===== config.mk =====
export PLATFORM = sky130hd
export DESIGN_NAME = mmi_exec_slice
export DESIGN_NICKNAME = d
export VERILOG_FILES = /design/src/rtl/mmi_pkg.sv /design/src/rtl/mmi_decode.sv /design/src/rtl/mmi_lane_unit.sv /design/src/rtl/mmi_exec_slice.sv
export SDC_FILE = /design/constraint.sdc
export NUM_CORES = 1
export LEC_CHECK = 0
export ABC_AREA = 1
export BUFFER_PORTS_ARGS = -buffer_cell sky130_fd_sc_hd__buf_4
export CORE_UTILIZATION = 54
export DETAILED_ROUTE_END_ITERATION = 10
export PLACE_DENSITY = 0.83
export SYNTH_ARGS = -nofsm -noshare
export SYNTH_HDL_FRONTEND = slang
export SYNTH_HIERARCHICAL = 1
export SYNTH_SLANG_ARGS = --single-unit

===== constraint.sdc =====
create_clock -name clk -period 2.66 [get_ports clk]
set_input_delay 0.532 -clock clk [delete_from_list [all_inputs] [get_ports clk]]
set_output_delay 0.532 -clock clk [all_outputs]
set_load 0.01 [all_outputs]

===== src/rtl/mmi_pkg.sv =====
package mmi_pkg;

    localparam logic [5:0] MAJ_MMI     = 6'h1C;
    localparam logic [5:0] GRP_MMI0    = 6'h08;
    localparam logic [5:0] GRP_MMI2    = 6'h09;
    localparam logic [5:0] GRP_MMI3    = 6'h29;
    localparam logic [4:0] SUB_PSUBB   = 5'h09;
    localparam logic [4:0] SUB_PAND    = 5'h12;
    localparam logic [4:0] SUB_POR     = 5'h12;
    localparam logic [4:0] SUB_PNOR    = 5'h13;

    typedef enum logic [2:0] {
        OP_NONE,
        OP_PSUBB,
        OP_PNOR,
        OP_POR,
        OP_PAND
    } mmi_op_e;

    typedef enum logic [1:0] {
        ST_IDLE,
        ST_WRITE,
        ST_SILENT,
        ST_TRAP
    } slice_state_e;

    typedef struct packed {
        logic [4:0] rs;
        logic [4:0] rt;
        logic [4:0] rd;
        logic [4:0] sa;
        logic [5:0] funct;
        logic [5:0] major;
    } instr_fields_t;

endpackage


===== src/rtl/mmi_decode.sv =====
module mmi_decode
    import mmi_pkg::*;
(
    input  logic [31:0] instr,
    output mmi_op_e     op,
    output logic        claim,
    output logic        illegal,
    output logic [4:0]  rd
);
    instr_fields_t f;

    always_comb begin
        f.major = instr[31:26];
        f.rs    = instr[25:21];
        f.rt    = instr[20:16];
        f.rd    = instr[15:11];
        f.sa    = instr[10:6];
        f.funct = instr[5:0];
    end

    // All three fields must match; anything else stays OP_NONE.
    always_comb begin
        op = OP_NONE;
        if (f.major == MAJ_MMI) begin
            if (f.funct == GRP_MMI0 && f.sa == SUB_PSUBB)
                op = OP_PSUBB;
            else if (f.funct == GRP_MMI3 && f.sa == SUB_PNOR)
                op = OP_PNOR;
            else if (f.funct == GRP_MMI3 && f.sa == SUB_POR)
                op = OP_POR;
            else if (f.funct == GRP_MMI2 && f.sa == SUB_PAND)
                op = OP_PAND;
        end
    end

    assign claim   = (f.major == MAJ_MMI);
    assign illegal = claim && (op == OP_NONE);
    assign rd      = f.rd;

endmodule


===== src/rtl/mmi_lane_unit.sv =====
module mmi_lane_unit
    import mmi_pkg::*;
#(
    parameter int DATA_W = 32,
    parameter int LANE_W = 8
) (
    input  mmi_op_e           op,
    input  logic [DATA_W-1:0] a,
    input  logic [DATA_W-1:0] b,
    output logic [DATA_W-1:0] y
);
    localparam int LANES = DATA_W / LANE_W;

    logic [DATA_W-1:0] diff;

    // Each lane is its own subtractor, so no borrow can reach a neighbour.
    for (genvar g = 0; g < LANES; g++) begin : g_lane
        assign diff[g*LANE_W +: LANE_W] = a[g*LANE_W +: LANE_W] - b[g*LANE_W +: LANE_W];
    end

    always_comb begin
        unique case (op)
            OP_PSUBB: y = diff;
            OP_PNOR:  y = ~(a | b);
            OP_POR:   y = a | b;
            OP_PAND:  y = a & b;
            default:  y = '0;
        endcase
    end

endmodule


===== src/rtl/mmi_exec_slice.sv =====
module mmi_exec_slice
    import mmi_pkg::*;
#(
    parameter int DATA_W = 32,
    parameter int LANE_W = 8
) (
    input  logic              clk,
    input  logic              rst,
    input  logic              valid_in,
    input  logic [31:0]       instr,
    input  logic [DATA_W-1:0] rs_val,
    input  logic [DATA_W-1:0] rt_val,
    output logic              valid_out,
    output logic [DATA_W-1:0] wb_data,
    output logic [4:0]        wb_rd,
    output logic              wb_en,
    output logic              trap
);
    mmi_op_e           dec_op;
    logic              dec_claim;
    logic              dec_illegal;
    logic [4:0]        dec_rd;
    logic [DATA_W-1:0] alu_y;
    slice_state_e      state, state_nxt;

    mmi_decode u_dec (
        .instr   (instr),
        .op      (dec_op),
        .claim   (dec_claim),
        .illegal (dec_illegal),
        .rd      (dec_rd)
    );

    mmi_lane_unit #(.DATA_W(DATA_W), .LANE_W(LANE_W)) u_alu (
        .op (dec_op),
        .a  (rs_val),
        .b  (rt_val),
        .y  (alu_y)
    );

    always_comb begin
        state_nxt = ST_IDLE;
        if (valid_in) begin
            if (!dec_claim)
                state_nxt = ST_SILENT;
            else if (dec_illegal)
                state_nxt = ST_TRAP;
            else if (dec_rd == 5'd0)
                state_nxt = ST_SILENT;
            else
                state_nxt = ST_WRITE;
        end
    end

    always_ff @(posedge clk) begin
        if (rst)
            state <= ST_IDLE;
        else
            state <= state_nxt;
    end

    always_ff @(posedge clk) begin
        if (valid_in) begin
            wb_data <= alu_y;
            wb_rd   <= dec_rd;
        end
    end

    always_comb begin
        valid_out = 1'b0;
        wb_en     = 1'b0;
        trap      = 1'b0;
        unique case (state)
            ST_IDLE:   ;
            ST_WRITE:  begin valid_out = 1'b1; wb_en = 1'b1; end
            ST_SILENT: valid_out = 1'b1;
            ST_TRAP:   begin valid_out = 1'b1; trap = 1'b1; end
            default:   ;
        endcase
    end


    valid_follow_chk: assert property (@(posedge clk) disable iff (rst)
        valid_in |=> valid_out);


    idle_follow_chk: assert property (@(posedge clk) disable iff (rst)
        !valid_in |=> !valid_out);


    reset_clear_chk: assert property (@(posedge clk)
        $past(rst) |-> (!valid_out && !trap && !wb_en));


    unlisted_trap_chk: assert property (@(posedge clk) disable iff (rst)
        (valid_in && instr[31:26] == MAJ_MMI && dec_op == OP_NONE) |=> (trap && !wb_en));


    foreign_quiet_chk: assert property (@(posedge clk) disable iff (rst)
        (valid_in && instr[31:26] != MAJ_MMI) |=> (!trap && !wb_en));


    zero_dest_chk: assert property (@(posedge clk) disable iff (rst)
        (valid_in && instr[15:11] == 5'd0) |=> !wb_en);


    rd_track_chk: assert property (@(posedge clk) disable iff (rst)
        valid_in |=> (wb_rd == $past(instr[15:11])));

endmodule


==> results of run 1 <==
cells in the final DEF, fill, tap and decap left out, drive strengths merged:
cell type,instances
nand3,53
or2,3
nor3,3
a21boi,1
nand4,11
o21ai,22
and2,2
clkinv,1
nor2,50
nand2,160
buf,135
clkbuf,6
a21oi,35
o2111ai,12
ha,92
bufinv,1
edfxtp,37
o211ai,2
fa,4
dfxtp,2
inv,140
cell usage after synthesis (all sizes together):
library cell,count
a21boi,1
o211ai,2
a21oi,35
edfxtp,37
nand2,160
ha,92
or2,3
fa,4
buf,17
nor2,50
dfxtp,2
and2,2
nor3,3
o2111ai,12
nand3,53
o21ai,22
nand4,11
inv,140
power groups by stage:
stage	clock network (W)	registers, W	logic (W)
6_report	0.000543	0.000712	0.000569
2_1_floorplan	0	0.000743	0.000297
5_1_grt	0.000577	0.000716	0.000645
4_1_cts	0.000551	0.000713	0.000567
3_5_place_dp	0	0.000726	0.000564
3_3_place_gp	0	0.000726	0.000533
registers in the layout (all words and copies together) (netlist names):
name and cells:
wb_rd 5, wb_data 32, state 2
critical path: cells and delay by family:
kind / cells / cell delay (ps)
buf+inv: 3 / 810
compound gates: 2 / 200
simple gates: 6 / 810
layer usage:
metal	vias up	GRT usage, %	part of all wire, %
li1	2290	-	-
met1	2088	29.3	40
met2	174	48.2	52
met3	10	4.31	6.9
met4	0	6.22	0.92
met5	-	0	0
per-stage QoR:
| step | util, % | instance area [sq um] | hold slack [ps] | cells |
|---|---|---|---|---|
| 2_1_floorplan | - | 4730 | 644 | 646 |
| 3_3_place_gp | 69.4 | 5790 | 721 | 869 |
| 3_5_place_dp | 69.4 | 5790 | 724 | 869 |
| 4_1_cts | 70.8 | 5900 | 415 | 877 |
| 5_1_grt | 70.8 | 5900 | 404 | 877 |
| 6_report | 70.8 | 5900 | 420 | 877 |
worst max path at each step:
stage | start | endpoint | slack [ps] | cells past startpoint
after detailed placement | instr[27] | wb_data[12] | 180 | 11
final | instr[27] | wb_data[7] | 480 | 11
after CTS | instr[27] | wb_data[11] | 490 | 11
after global placement | instr[27] | wb_data[12] | 270 | 11
after global routing | instr[3] | wb_data[22] | 300 | 14
after floorplan | instr[27] | wb_data[14] | 590 | 12
area by class of cell:
type	count	area, sq um	area share [%]
Clock buffer	6	82.6	1.40
Clock inverter	2	35.0	0.593
Inverter	140	526	8.90
Multi-Input combinational cell	450	2940	49.8
Sequential cell	39	1150	19.5
Tap cell	105	131	2.23
Timing Repair Buffer	135	1040	17.6
cell families (layout without fill, tap and decap cells):
logic type	Yosys count	after routing	share of synthesized area [%]
flip-flops	39	39	24.3
adder cells (fa/ha/maj)	96	96	26.0
AND/OR/NAND/NOR	282	282	26.6
AO/OA/AOI/OAI	72	72	9.46
buffers and inverters	157	283	13.6
==> flow_summary_export.csv, run 1 <==
group,metric,value,unit
die,num_rows,33,
sta,setup_viol,0,
synth,avgSynthCellArea,7.33,sq um
finish,nNetsFinal,966,
placed_design,gp_congestion,0.850,
finish,final_layout_size_suffix_gt1_share,23.7,%
clocking,ctsHtreeMaxLevel,2,
detailed_routing,routed_wl,11400,um
min_path,min_to,"wb_rd[2]",
detailed_routing,wl_per_cell,13.0,um
clocking,cts.clk_slew.worst_paths,90,ps
grt,track_usage,25.4,%
critical_path,cp-start-kind,"primary input",
synth,syn_inst,646,
die,die_area,9140,sq um
clocking,clock-sinks,39,
critical_path,crit_type,"in2reg",
pwr,p_per_area,309,nW/um^2
pwr,swShare,30.9,%
detailed_routing,viasPerCell,5.20,
grt,grt_overflow,0,
sta,layout_min_cycle_time,2180,ps
synth,ys_ff_latch,39,
grt,grt_max_degree,40,
critical_path,cp.arrival,2350,ps
pwr,power.total,0.00182,W
pwr,p_seq_share,39.0,%
detailed_routing,drt_first_pass_iters,5,
die,dieHeight,95.6,um
detailed_routing,ant_nets,0,
min_path,worstHoldStart,"instr[13]",
min_path,hold_depth,1,
grt,grt_pass1_wl,18400,um
sta,fmax,459,MHz
clocking,postCtsHoldBufs,0,
pwr,power_frac_comb,31.2,%
synth,yosysSeqAreaShare,24.3,%
outcome,status,"finished clean",
synth,synth_area,4730,sq um
synth,netlist-cell-type-count,33,
finish,fill_cells,661,
finish,diodes,0,
detailed_routing,drc_errors,0,
pwr,pwr-share-clk,29.7,%
pwr,p_sw,0.000564,W
clocking,post_cts_buffers,0,
sta,hold_viol,0,
grt,grt_pass1_vias,4338,
die,die_w,95.6,um
sta,rsz0062_at_grt,"no",
placed_design,port_buffers,128,
pwr,p_leak,3.27,nW
sta,maxSlewViolCount,0,
sta,tightestPinTransition,727,ps
synth,syn-num-nets,841,
critical_path,crit_fanout,32,
die,start_util,56.8,%
clocking,root_buffer,"clkbuf_8",
detailed_routing,num_vias,4562,
pwr,p_int,0.00126,W
clocking,cts_buffers,5,
critical_path,critical_path.max_stage_delay,540,ps
sta,setup_slack,484,ps
clocking,cts_tree,"built",
finish,area_growth_syn_to_layout,24.7,%
critical_path,cpMostUsedCell,"nand2_1",
critical_path,critical_path.cell_chain,"buf_4 > or2_4 > nor2_8 > nand3_2 > inv_1 > nand2_1 > inv_2 > nand2_1 > o21ai_1 > a21oi_1 > nand2_1",
placed_design,dp_hpwl,8750,um
clocking,cts_resized,0,
sta,maxSlewHeadroom,51.4,%
sta,final.period_utilization,81.8,%
flow_run,maxCapViolations,0,
clocking,clockBufferDepth,2,
synth,yosys.area.top_type,"ha_1",
critical_path,slowest_stage,"inv_2",
critical_path,crit_path_end_kind,"flip-flop",
grt,grt_antenna_before_repair,0,
placed_design,place_ws,181,ps
synth,synth_top_area_share,24.3,%
synth,ys_warn_count,6,
min_path,hold_class,"in2reg",
critical_path,cp.required,2830,ps
die,coreArea,8340,sq um
sta,tns,0,ps
pwr,peakVddDrop,0.181,mV
detailed_routing,first_iter_violations,169,
die,io_pins,139,
synth,synth_area_leaders,"ha_1, edfxtp_1, nand2_1",
Power figures use the tool's default switching activity.
==> run 2, diff against run 1 <==
==> constraint.sdc (replaced) <==
create_clock -name clk -period 2.2 [get_ports clk]
set_input_delay 0.44 -clock clk [delete_from_list [all_inputs] [get_ports clk]]
set_output_delay 0.44 -clock clk [all_outputs]
set_load 0.01 [all_outputs]
==> flow_summary_export.csv, run 2 (same netlist as run 1, synthesis figures left out) <==
group,metric,value,unit
placed_design,gp_congestion,0.848,
clocking,cts_buffers,5,
sta,final.period_utilization,84.5,%
grt,grt_overflow,0,
sta,rsz0062_at_grt,"no",
finish,largest_register_ffs,32,
pwr,peakVddDrop,0.279,mV
clocking,root_buffer,"clkbuf_8",
grt,met2_usage,49.2,%
grt,grtUsageMet3,3.75,%
grt,met1_usage,28.2,%
finish,final_common_cell,"nand2_1",
pwr,p_seq_share,41.3,%
placed_design,dp_cells,873,
finish,fill_cells,676,
detailed_routing,viasPerCell,5.11,
grt,grt_pass1_vias,4476,
sta,setup_slack,342,ps
finish,regMostFlops,"wb_data",
pwr,swShare,32.4,%
grt,grt_max_degree,40,
critical_path,crit_type,"in2reg",
outcome,status,"finished clean",
sta,tightestPinTransition,560,ps
finish,area_growth_syn_to_layout,25.6,%
critical_path,cpMostUsedCell,"nand2_1",
sta,layout_min_cycle_time,1860,ps
critical_path,cp.arrival,1920,ps
flow_run,maxCapViolations,0,
critical_path,cp.required,2260,ps
sta,fmax,538,MHz
pwr,p_leak,3.28,nW
sta,setup_viol,0,
detailed_routing,num_vias,4500,
pwr,power_frac_comb,32.9,%
detailed_routing,ant_nets,0,
clocking,cts_tree,"built",
finish,final_cell_mix,"nand2_1, buf_4, inv_1",
clocking,post_cts_buffers,0,
detailed_routing,first_iter_violations,140,
grt,top_usage_layer,"met2",
die,dieHeight,95.6,um
pwr,p_per_area,351,nW/um^2
sta,maxSlewHeadroom,62.7,%
finish,diodes,0,
critical_path,crit_path_end_kind,"flip-flop",
detailed_routing,wl_per_cell,13.0,um
critical_path,slowest_stage,"nor3_2",
pwr,p_sw,0.000677,W
die,die_area,9140,sq um
die,die_w,95.6,um
pwr,pwr-share-clk,25.8,%
critical_path,critical_path.cell_chain,"buf_4 > nor3_2 > nand3_1 > nand2_1 > nand2_1 > inv_1 > inv_1 > nand3_1 > inv_2 > buf_12 > nand2_1 > o21ai_0 > a21oi_1 > o21ai_1",
die,num_rows,33,
min_path,hold_class,"in2reg",
grt,grt_antenna_before_repair,0,
finish,final_layout_size_suffix_gt1_share,24.0,%
clocking,clockBufferDepth,2,
grt,track_usage,25.8,%
finish,nNetsFinal,970,
critical_path,crit_fanout,18,
die,coreArea,8340,sq um
pwr,power.total,0.00209,W
critical_path,critical_path.max_stage_delay,260,ps
sta,tns,0,ps
finish,largestRegisters,"wb_data x32, wb_rd x5, state x2",
placed_design,dp_hpwl,8920,um
sta,whs,335,ps
critical_path,cp-start-kind,"primary input",
clocking,cts_resized,0,
sta,maxSlewViolCount,0,
detailed_routing,drt_first_pass_iters,5,
sta,hold_viol,0,
placed_design,place_ws,34.1,ps
clocking,postCtsHoldBufs,0,
detailed_routing,routed_wl,11400,um
detailed_routing,drc_errors,0,
clocking,ctsHtreeMaxLevel,2,
finish,stdcell_count,881,
die,start_util,56.8,%
grt,grt_pass1_wl,18500,um
clocking,cts.clk_slew.worst_paths,90,ps
pwr,p_int,0.00141,W
die,io_pins,139,
clocking,clock-sinks,39,
placed_design,port_buffers,128,
-- run 2: changes by cell type in the layout (fill, tap and decap cells not counted) --
cell       before  now
buf_12          2    5
clkbuf_1        0    1
buf_4         133  134
bufinv_16       1    0
-- run 2: final timing paths --
check | start | endpoint | slack [ps] | depth (start not counted)
worst max-delay path | instr[8] | wb_data[3] | 340 | 14
worst min-delay path | instr[13] | wb_rd[2] | 340 | 1
-- run 2: layout make-up --
cell class	count	area, sq um	share of cell area [%]
Clock inverter	1	5.00	0.0842
Inverter	140	526	8.84
Clock buffer	7	86.3	1.45
Timing Repair Buffer	139	1110	18.6
Tap cell	105	131	2.21
Sequential cell	39	1150	19.4
Multi-Input combinational cell	450	2940	49.4
-- run 2: metal layers --
| layer | part of all wire [%] | vias up |
|---|---|---|
| met4 | 2.0 | 0 |
| met3 | 6.0 | 21 |
| met1 | 40 | 2033 |
| met5 | 0 | - |
| li1 | - | 2297 |
| met2 | 52 | 149 |
-- run 2: worst max-delay path, delay by kind of cell --
kind                   cells  cell delay [ps]
and+or+nand+nor            6              690
buffers and inverters      5              530
AOI/OAI and AO/OA          3              250
-- run 2: per-stage QoR --
stage                     cell area (sq um)  utilization (%)
after floorplan                        4730                -
after global placement                 5850             70.2
after detailed placement               5850             70.2
after CTS                              5940             71.3
after global routing                   5940             71.3
final                                  5940             71.3
-- run 2: power groups by stage --
stage                     combinational, W  clock (W)  sequential (W)
after floorplan                   0.000360          0        0.000898
after global placement            0.000645          0        0.000878
after detailed placement          0.000681          0        0.000879
after CTS                         0.000685   0.000552        0.000863
after global routing              0.000780   0.000572        0.000866
final                             0.000687   0.000537        0.000862
